--- config.mk ---
export PLATFORM = sky130hd
export DESIGN_NAME = preload_addr_counter
export DESIGN_NICKNAME = d
export VERILOG_FILES = /design/src/rtl/addr_ctr_pkg.sv /design/src/rtl/addr_ctr_decode.sv /design/src/rtl/addr_ctr_step.sv /design/src/rtl/addr_ctr_reg.sv /design/src/rtl/preload_addr_counter.sv
export SDC_FILE = /design/constraint.sdc
export NUM_CORES = 1
export LEC_CHECK = 0
export ABC_AREA = 0
export BUFFER_PORTS_ARGS = -buffer_cell sky130_fd_sc_hd__buf_4
export CAP_MARGIN = 10
export CORE_ASPECT_RATIO = 0.75
export CORE_MARGIN = 8
export CORE_UTILIZATION = 50
export CTS_CLUSTER_DIAMETER = 80
export DETAILED_ROUTE_END_ITERATION = 10
export MAX_ROUTING_LAYER = met4
export PLACE_DENSITY_LB_ADDON = 0.3
export SETUP_SLACK_MARGIN = 0.15
export SLEW_MARGIN = 20
export SYNTH_ARGS = -nofsm -noshare
export SYNTH_HDL_FRONTEND = slang
export SYNTH_SLANG_ARGS = --single-unit
export TNS_END_PERCENT = 50
--- constraint.sdc ---
create_clock -name clk_i -period 6.3 [get_ports clk_i]
set_input_delay 0.315 -clock clk_i [delete_from_list [all_inputs] [get_ports clk_i]]
set_output_delay 0.315 -clock clk_i [all_outputs]
set_load 0.05 [all_outputs]
--- src/rtl/addr_ctr_pkg.sv ---
package addr_ctr_pkg;
  // Operation selected for one control step.
  typedef enum logic [1:0] {
    OP_HOLD = 2'd0,
    OP_LOAD = 2'd1,
    OP_INC  = 2'd2,
    OP_DEC  = 2'd3
  } step_op_e;
endpackage

--- src/rtl/addr_ctr_decode.sv ---
module addr_ctr_decode
  import addr_ctr_pkg::*;
(
  input  logic     load_i,
  input  logic     count_i,
  input  logic     up_i,
  output step_op_e op_o
);
  // Load outranks count; direction matters only while counting.
  always_comb begin
    if (load_i)       op_o = OP_LOAD;
    else if (count_i) op_o = up_i ? OP_INC : OP_DEC;
    else              op_o = OP_HOLD;
  end
endmodule

--- src/rtl/addr_ctr_step.sv ---
module addr_ctr_step
  import addr_ctr_pkg::*;
#(
  parameter int WIDTH = 16
) (
  input  logic [WIDTH-1:0] stored_i,
  input  logic [WIDTH-1:0] load_val_i,
  input  step_op_e         op_i,
  output logic [WIDTH-1:0] show_o,
  output logic [WIDTH-1:0] next_o
);
  localparam logic [WIDTH-1:0] ONE = WIDTH'(1);

  // Pre-capture phase: the count is applied to the driven address.
  always_comb begin
    unique case (op_i)
      OP_INC:  show_o = stored_i + ONE;
      OP_DEC:  show_o = stored_i - ONE;
      default: show_o = stored_i;
    endcase
  end

  // Capture phase: preload replaces, otherwise keep what was shown.
  always_comb begin
    next_o = (op_i == OP_LOAD) ? load_val_i : show_o;
  end
endmodule

--- src/rtl/addr_ctr_reg.sv ---
module addr_ctr_reg #(
  parameter int WIDTH = 16
) (
  input  logic             clk_i,
  input  logic             rst_i,
  input  logic [WIDTH-1:0] d_i,
  output logic [WIDTH-1:0] q_o
);
  always_ff @(posedge clk_i) begin
    if (rst_i) q_o <= '0;
    else       q_o <= d_i;
  end
endmodule

--- src/rtl/preload_addr_counter.sv ---
module preload_addr_counter
  import addr_ctr_pkg::*;
#(
  parameter int WIDTH = 16
) (
  input  logic             clk_i,
  input  logic             rst_i,
  input  logic             load_i,
  input  logic             count_i,
  input  logic             up_i,
  input  logic [WIDTH-1:0] load_val_i,
  output logic [WIDTH-1:0] addr_o
);
  step_op_e         op;
  logic [WIDTH-1:0] stored;
  logic [WIDTH-1:0] show;
  logic [WIDTH-1:0] next;

  addr_ctr_decode u_dec (
    .load_i (load_i),
    .count_i(count_i),
    .up_i   (up_i),
    .op_o   (op)
  );

  addr_ctr_step #(.WIDTH(WIDTH)) u_step (
    .stored_i  (stored),
    .load_val_i(load_val_i),
    .op_i      (op),
    .show_o    (show),
    .next_o    (next)
  );

  addr_ctr_reg #(.WIDTH(WIDTH)) u_reg (
    .clk_i(clk_i),
    .rst_i(rst_i),
    .d_i  (next),
    .q_o  (stored)
  );

  assign addr_o = show;
endmodule

Word-level counts from Yosys, hierarchy flattened
Index checks and enable logic that the tools add are counted.

Word-level logic and storage cells: 11. Output and inout bits: 16. Bits of input ports: 21. Register bits: 16.

Add/sub/neg operators: 2. Equality and inequality tests: 3. Multiplexer cells: 5.

Operators by type and width (number): 16-bit one-hot mux with 2 select lines (1); 16-bit by 1-bit adder with 16-bit output, second input constant (1); 16-bit 2-to-1 mux (1); 16-bit by 1-bit subtractor with 16-bit output, second input constant (1); 2-bit equality test, second input constant (2); 2-bit 2-to-1 mux (2); 2-bit by 1-bit equality test with 1-bit output, second input constant (1); 1-bit 2-to-1 mux (1).

Longest topological paths before layout
Gate-level depths: netlist of the first run.

Word-level depth: 6. Gate-level depth with buffers: 9. Gate-level depth less buffers: 8.

Hierarchy
A second synthesis of the first run with hierarchy kept.

Cells, all modules: 311. Area, all modules: 2244.7 um2.

By module, submodules not included: addr_ctr_step (times used 1, cells each 275, sequential area each 0.0 um2, area an instance 1762.9 um2); addr_ctr_reg (times used 1, cells each 33, sequential area each 320.3 um2, area an instance 464.2 um2); addr_ctr_decode (times used 1, cells each 3, sequential area each 0.0 um2, area an instance 17.5 um2).

Worst setup path before layout of the first run
Ideal clock, no wire load.

Kind: in2out. From: in up_i. To: out addr_o[12]. Buffers on the path: 1. Data required time: 5985 ps. Slack: 3056 ps. Arrival: 2929 ps. Stages on the path: 8. Path through: or3b_1 buf_6 xnor2_1 ha_1 or3_1 a2111oi_2 o21ai_0 xnor2_1.

Cells in the longest elaborated chain, start to end: 5. Elaborated cells on any way between the ends: 6. Those cells by class: eq/ne: 2; mux: 4.

RTL lines: start: declaration (RTL line preload_addr_counter.sv:10) `input logic up_i,`; 1-bit 2-to-1 mux * (RTL line addr_ctr_decode.sv:12) `else if (count_i) op_o = up_i ? OP_INC : OP_DEC;`; 2-bit 2-to-1 mux * (RTL line addr_ctr_decode.sv:12); 2-bit 2-to-1 mux * (RTL line addr_ctr_decode.sv:11) `if (load_i) op_o = OP_LOAD;`; 2-bit equality test (RTL line addr_ctr_step.sv:16) `unique case (op_i)`; 16-bit one-hot mux with 2 select lines * (RTL line addr_ctr_step.sv:16); end: declaration (RTL line preload_addr_counter.sv:12) `output logic [WIDTH-1:0] addr_o`.

Every way passes the cells marked *; elsewhere a longest branch is shown, timed or not.

Worst setup path in the final report of the first run
From: in up_i. To: out addr_o[14].

Same word-level chain as after synthesis.

==> impl_results.md, run 1 <==
* Switch share at roughly two fifths
* Hold WC Path Type: input port to register
* First-pass GRT wire length at ~8.9 mm
* Number of synthesized register bits at 16
* Register area at 320.3 sq um
* CP endpoint kind: output port
* Die Ht at 67.22 microns
* Worst-path clk slew at 0.08 ns
* GRT Residual Overflow at 0
* Synth top area share at 18.31%
* Setup TNS at 0 ns
* Clock skew at 0.007563 ns
* Fmax at a little over 0.3 GHz
* # resized after CTS at 0
* WL per Instance at 17.66 microns
* CTS tree: done
* Tightest Pin Transition at 1.078 ns
* # hold bufs at CTS at 0
* Syn_nets at 261
* Largest register FFs at 16
* Crit Path Class: input port to output port
* Critical Path Source Type: input port
* Register name with the most flops: u_reg.q_o
* Hold_sp: load_val_i[0]
* Final Cycle Share at 52.01%
* Status: completed
* Die Wd at 84.30 microns
* Post-synth EDFFs at 0
* Critical path data required time at 5.98 ns
* Synth Area per Inst at 7.319 sq um
* Post-route ant nets at 0
* Worst path arrival time at a little under 3 ns
* Buffers added on ports at 36
* Initial Util at a little over half
* Largest net degree at the start of global routing at 27
* Reg2Reg Depth at 5
* Via density at 6.615
* Leading cell types by count after synthesis: nand2_1, dfxtp_1, nand4_1, clkbuf_1, nor2_1
* Primary FF master, synth: dfxtp_1
* Pwr dens at 183.0 nW/um^2
* Area of the multi-input gates at 1308 sq um
* Post-CTS Setup Inserts at 0
* Antenna violations before repair at 0
* DP HPWL at 3.680 mm
* CTS Sinks at 16
* Max-cap violation count at 0
* Placer Congestion at approximately 0.96
* Seq/Total Area, Yosys at between 10% and 20%
* R2R Setup Slk at 3.91 ns
* Layout area overhead at 15.81%
* Hold Crit Depth at 3
* Ys async rst share at 0%
* Synth area leaders: dfxtp_1, xnor2_1, nand4_1
* YS warnings at 0
* Slew Limit Fails at 0
* Final setup viols at 0
* Relative slew slack at 28.02%
* H-tree depth at 1
* Longest Clk Path Bufs at 2
* Syn Std Cell Area at 1749 sq um
* Regs by FF count: u_reg.q_o: 16 flops
* Layout cells sized above 1 at 19.14%
* Clk Latency, worst-skew pair at between 0.2 and 0.3 ns
* Drt pass-1 iters at 5
* Die ar. at approximately 5700 sq um
* Vias in the first global route at 1869
* Hold endpoint: u_reg.q_o[0]
* Gate power share at 38.3%
* # IOs at 37
* DRC viols at 0
* Sequential share of power at 35.2%
* Clk pwr share at between 20% and 30%
* Count of cell types in the netlist at 56
* RR Endpoint: u_reg.q_o[13]
* Critical Path Fanout Max at 26
* Most frequent cell after synthesis: nand2_1
* DP Worst Slack at 3.091 ns
* ANT cells at 0
* Final min period at 3.277 ns
* Final Hold Viols at 0
* RSZ-0062 raised after global routing: false
* Int Pwr at 217.2 uW
* Layout fillers at 318
* Iter 0 DRT Violations at around 250
* Number of cell rows at 18
* Cell type with the largest total area after synthesis: dfxtp_1
* Vias at 1958
* Inserted Clock Buffers at 3
* Post-synthesis instance total at around 240
* Net Switching at 153.5 uW
* # nets final at 279
* Tot GR Track Use at about a fifth
* Core Box Area at 3311 sq um
* Worst r2r src: u_reg.q_o[7]
* Worst vdd ir at 0.0001018 V
* Leakage Power at 0.0007704 uW
* Root Driver: clkbuf_8
* DRT Wirelength at 5.228 mm
* Setup WS post-layout at 3.023 ns
==> logic make-up after synthesis <==
| kind of cell | Yosys count | synth area share (%) |
|---|---|---|
| simple gates | 115 | 37.48 |
| compound gates | 56 | 25.39 |
| buf+inv | 29 | 6.938 |
| xor+xnor | 20 | 10.01 |
| flops | 16 | 18.31 |
| mux | 2 | 1.145 |
| fa+ha+maj | 1 | 0.7152 |
==> worst max path at each step <==
stage               startpoint          to  slack, ns
floorplan                 up_i  addr_o[12]       3.06
global placement          up_i  addr_o[12]       3.13
detailed placement        up_i  addr_o[14]       3.09
CTS                       up_i  addr_o[14]       3.07
global route              up_i  addr_o[14]       2.86
finish                    up_i  addr_o[14]       3.02
==> cells in the final DEF, fill, tap and decap left out, types with 3 or more instances in the layout <==
cell,netlist,final
a21oi_1,10,10
a31oi_1,4,4
and2_1,3,3
and3_1,6,6
and4_1,4,4
buf_4,0,36
clkbuf_8,0,4
dfxtp_1,16,16
inv_1,6,6
nand2_1,22,22
nand2b_1,3,3
nand3_1,5,5
nand4_1,16,16
nor2_1,14,14
nor3_1,9,9
nor4_1,8,8
o2111a_1,5,5
o211ai_1,3,3
o21a_1,3,3
o21ai_0,9,9
or3_1,5,5
or4_1,8,8
xnor2_1,13,13
xor2_1,7,7
==> metal layers <==
metal  track usage (%)  wire (microns)
met5                 -               0
met4             5.794             106
met3             4.447             410
met2             30.60            2302
met1             24.44            2409
==> worst max-delay path: stages <==
cell and delay, ns:
buf_4 0.19, or3b_1 0.55, xnor2_1 0.20, ha_1 0.30, and3_1 0.21, nand4_1 0.25
a22oi_4 0.32, mux2i_1 0.25, xor2_1 0.16, buf_4 0.21
==> final cells by class <==
| class | instances | share of cell area (%) |
|---|---|---|
| inverter | 6 | 1.112 |
| clock buffer | 4 | 2.718 |
| tap | 40 | 2.471 |
| timing repair buffer | 36 | 13.34 |
| multi-input combinational | 194 | 64.55 |
| sequential | 16 | 15.81 |
==> metrics by stage <==
step	total power (uW)	hold WS, ns	cells	utilization [%]	area [sq um]
floorplan	231.5	0.4510	239	-	1749
global placement	272.4	0.5662	292	59.52	1971
detailed placement	272.8	0.5721	292	59.52	1971
CTS	371.2	0.2970	296	61.19	2026
global route	389.2	0.3025	296	61.19	2026
finish	370.7	0.3000	296	61.19	2026
==> power by group through the flow <==
stage,sequential (uW),combinational (uW),clock (uW)
floorplan,116,116,0
global placement,132,141,0
detailed placement,132,141,0
CTS,129,142,99.9
global route,132,153,104
finish,130,142,98.4
Note: power is estimated with default switching activity, not from simulation.
==> inputs of run 2 (changes only) <==
==> constraint.sdc (replaced) <==
create_clock -name clk_i -period 2.8 [get_ports clk_i]
set_input_delay 0.14 -clock clk_i [delete_from_list [all_inputs] [get_ports clk_i]]
set_output_delay 0.14 -clock clk_i [all_outputs]
set_load 0.05 [all_outputs]
==> impl_results.md, run 2 (synthesis results as in run 1) <==
* Status: completed
* Iter 0 DRT Violations at between 150 and 200
* WL met2 at 2.280 mm
* Tot GR Track Use at a little under a fifth
* # nets final at about 290
* DR top layer: met4
* Tightest Pin Transition at 0.6283 ns
* Critical Path Fanout Max at 5
* Die Wd at 84.30 microns
* DP HPWL at about 3.6 mm
* Core Box Area at between 3000 and 4000 sq um
* Vias at 2002
* Placed insts at 300
* GRT Residual Overflow at 0
* Reg2Reg Depth at 5
* Crit Path Class: register to output port
* Max-cap violation count at 0
* WL met1 at ~2.5 mm
* Final Cycle Share at 92.91%
* Final setup viols at 0
* CP endpoint kind: output port
* Final min period at 2.601 ns
* Post-route ant nets at 0
* Initial Util at 52.83%
* Worst hold slack at 0.1245 ns
* Clock skew at between 0.002 and 0.0025 ns
* Via density at between 6 and 7
* Fmax at a little under 0.4 GHz
* # IOs at 37
* Relative slew slack at 58.03%
* Die Ht at 67.22 microns
* Drt pass-1 iters at 4
* # hold bufs at CTS at 0
* Register name with the most flops: u_reg.q_o
* Met3 WL at 418 microns
* Longest Clk Path Bufs at 2
* Die ar. at 5666 sq um
* Critical path data required time at 2.66 ns
* Worst r2r src: u_reg.q_o[8]
* Root Driver: clkbuf_8
* Buffers added on ports at 36
* Commonest non-fill, non-tap cell in the layout: buf_4
* Final Non-Filler Cells at 308
* RSZ-0062 raised after global routing: true
* RR Endpoint: u_reg.q_o[13]
* Regs by FF count: u_reg.q_o: 16 flops
* R2R Setup Slk at between 0.4 and 0.5 ns
* Worst path arrival time at ~2.5 ns
* Clk Latency, worst-skew pair at 0.26 ns
* CTS tree: done
* WL per Instance at 17.03 microns
* Hold_sp: load_val_i[1]
* Layout cells sized above 1 at 25.75%
* Hold WC Path Type: input port to register
* Number of cell rows at 18
* Setup TNS at 0 ns
* Antenna violations before repair at 0
* Hold endpoint: u_reg.q_o[1]
* First-pass GRT wire length at 8.597 mm
* H-tree depth at 1
* Worst-path clk slew at about 0.07 ns
* Worst vdd ir at 0.0003234 V
* Hold Crit Depth at 3
* Slew Limit Fails at 0
* Layout area overhead at 22.75%
* Largest net degree at the start of global routing at 26
* CTS Sinks at 16
* Pwr dens at 382.7 nW/um^2
* Final Hold Viols at 0
* Inserted Clock Buffers at 3
* Leakage Power at 0.0008468 uW
* Tot Pwr at 821.6 uW
* Most frequent cells in the layout: buf_4, nand2_1, nand4_1
* DRC viols at 0
* Placer Congestion at 0.9622
* Largest register FFs at 16
* DRT Wirelength at 5.244 mm
* ANT cells at 0
* Critical Path Source Type: register
* Vias in the first global route at roughly 1800
==> run 2: repair_timing <==
action / 4_1_cts / 5_1_grt
buffers inserted: 0 / 5
endpoints found under the setup margin: 1 / 5
resized for setup: 4 / 4
pin swaps: 0 / 3
==> run 2: worst max-delay path: stages, from the launching register on <==
cell	delay (ns)
dfxtp_4	0.36
or4_4	0.54
or4_4	0.45
a22oi_4	0.19
mux2i_2	0.31
xor2_2	0.17
buf_6	0.17
==> run 2: worst max-delay path by stage <==
stage	from	to	slack [ns]
floorplan	up_i	addr_o[8]	-0.006
global placement	up_i	addr_o[12]	0.32
detailed placement	up_i	addr_o[14]	0.27
CTS	u_reg.q_o[12]	addr_o[14]	0.15
global route	up_i	addr_o[14]	0.12
finish	u_reg.q_o[11]	addr_o[14]	0.20
==> run 2: where the power goes <==
group	total, uW	internal (uW)	switching, uW
registers	292	246	45.6
logic	343	134	209
clock network	187	95.9	91.0
==> run 2: area by class of cell <==
type,count,area (sq um)
clock buffers,3,41.29
multi-input cells,194,1334
well taps,40,50.05
fillers,297,1164
inverters,6,22.52
repair buffers,49,371.6
flip-flops and latches,16,327.8
==> run 2: per-stage QoR <==
stage	util, %	area (sq um)	setup WS [ns]
2_1_floorplan	-	1772	-0.005892
3_3_place_gp	62.02	2053	0.3221
3_5_place_dp	62.02	2053	0.2679
4_1_cts	63.57	2105	0.1522
5_1_grt	64.85	2147	0.1210
6_report	64.85	2147	0.1987
==> run 2: per-layer routing <==
metal  global-route usage (%)  vias to the layer above
met5                        -                        -
met4                    4.721                        0
met3                    4.447                       10
met2                    30.22                       83
met1                    23.29                      934
li1                         -                      975
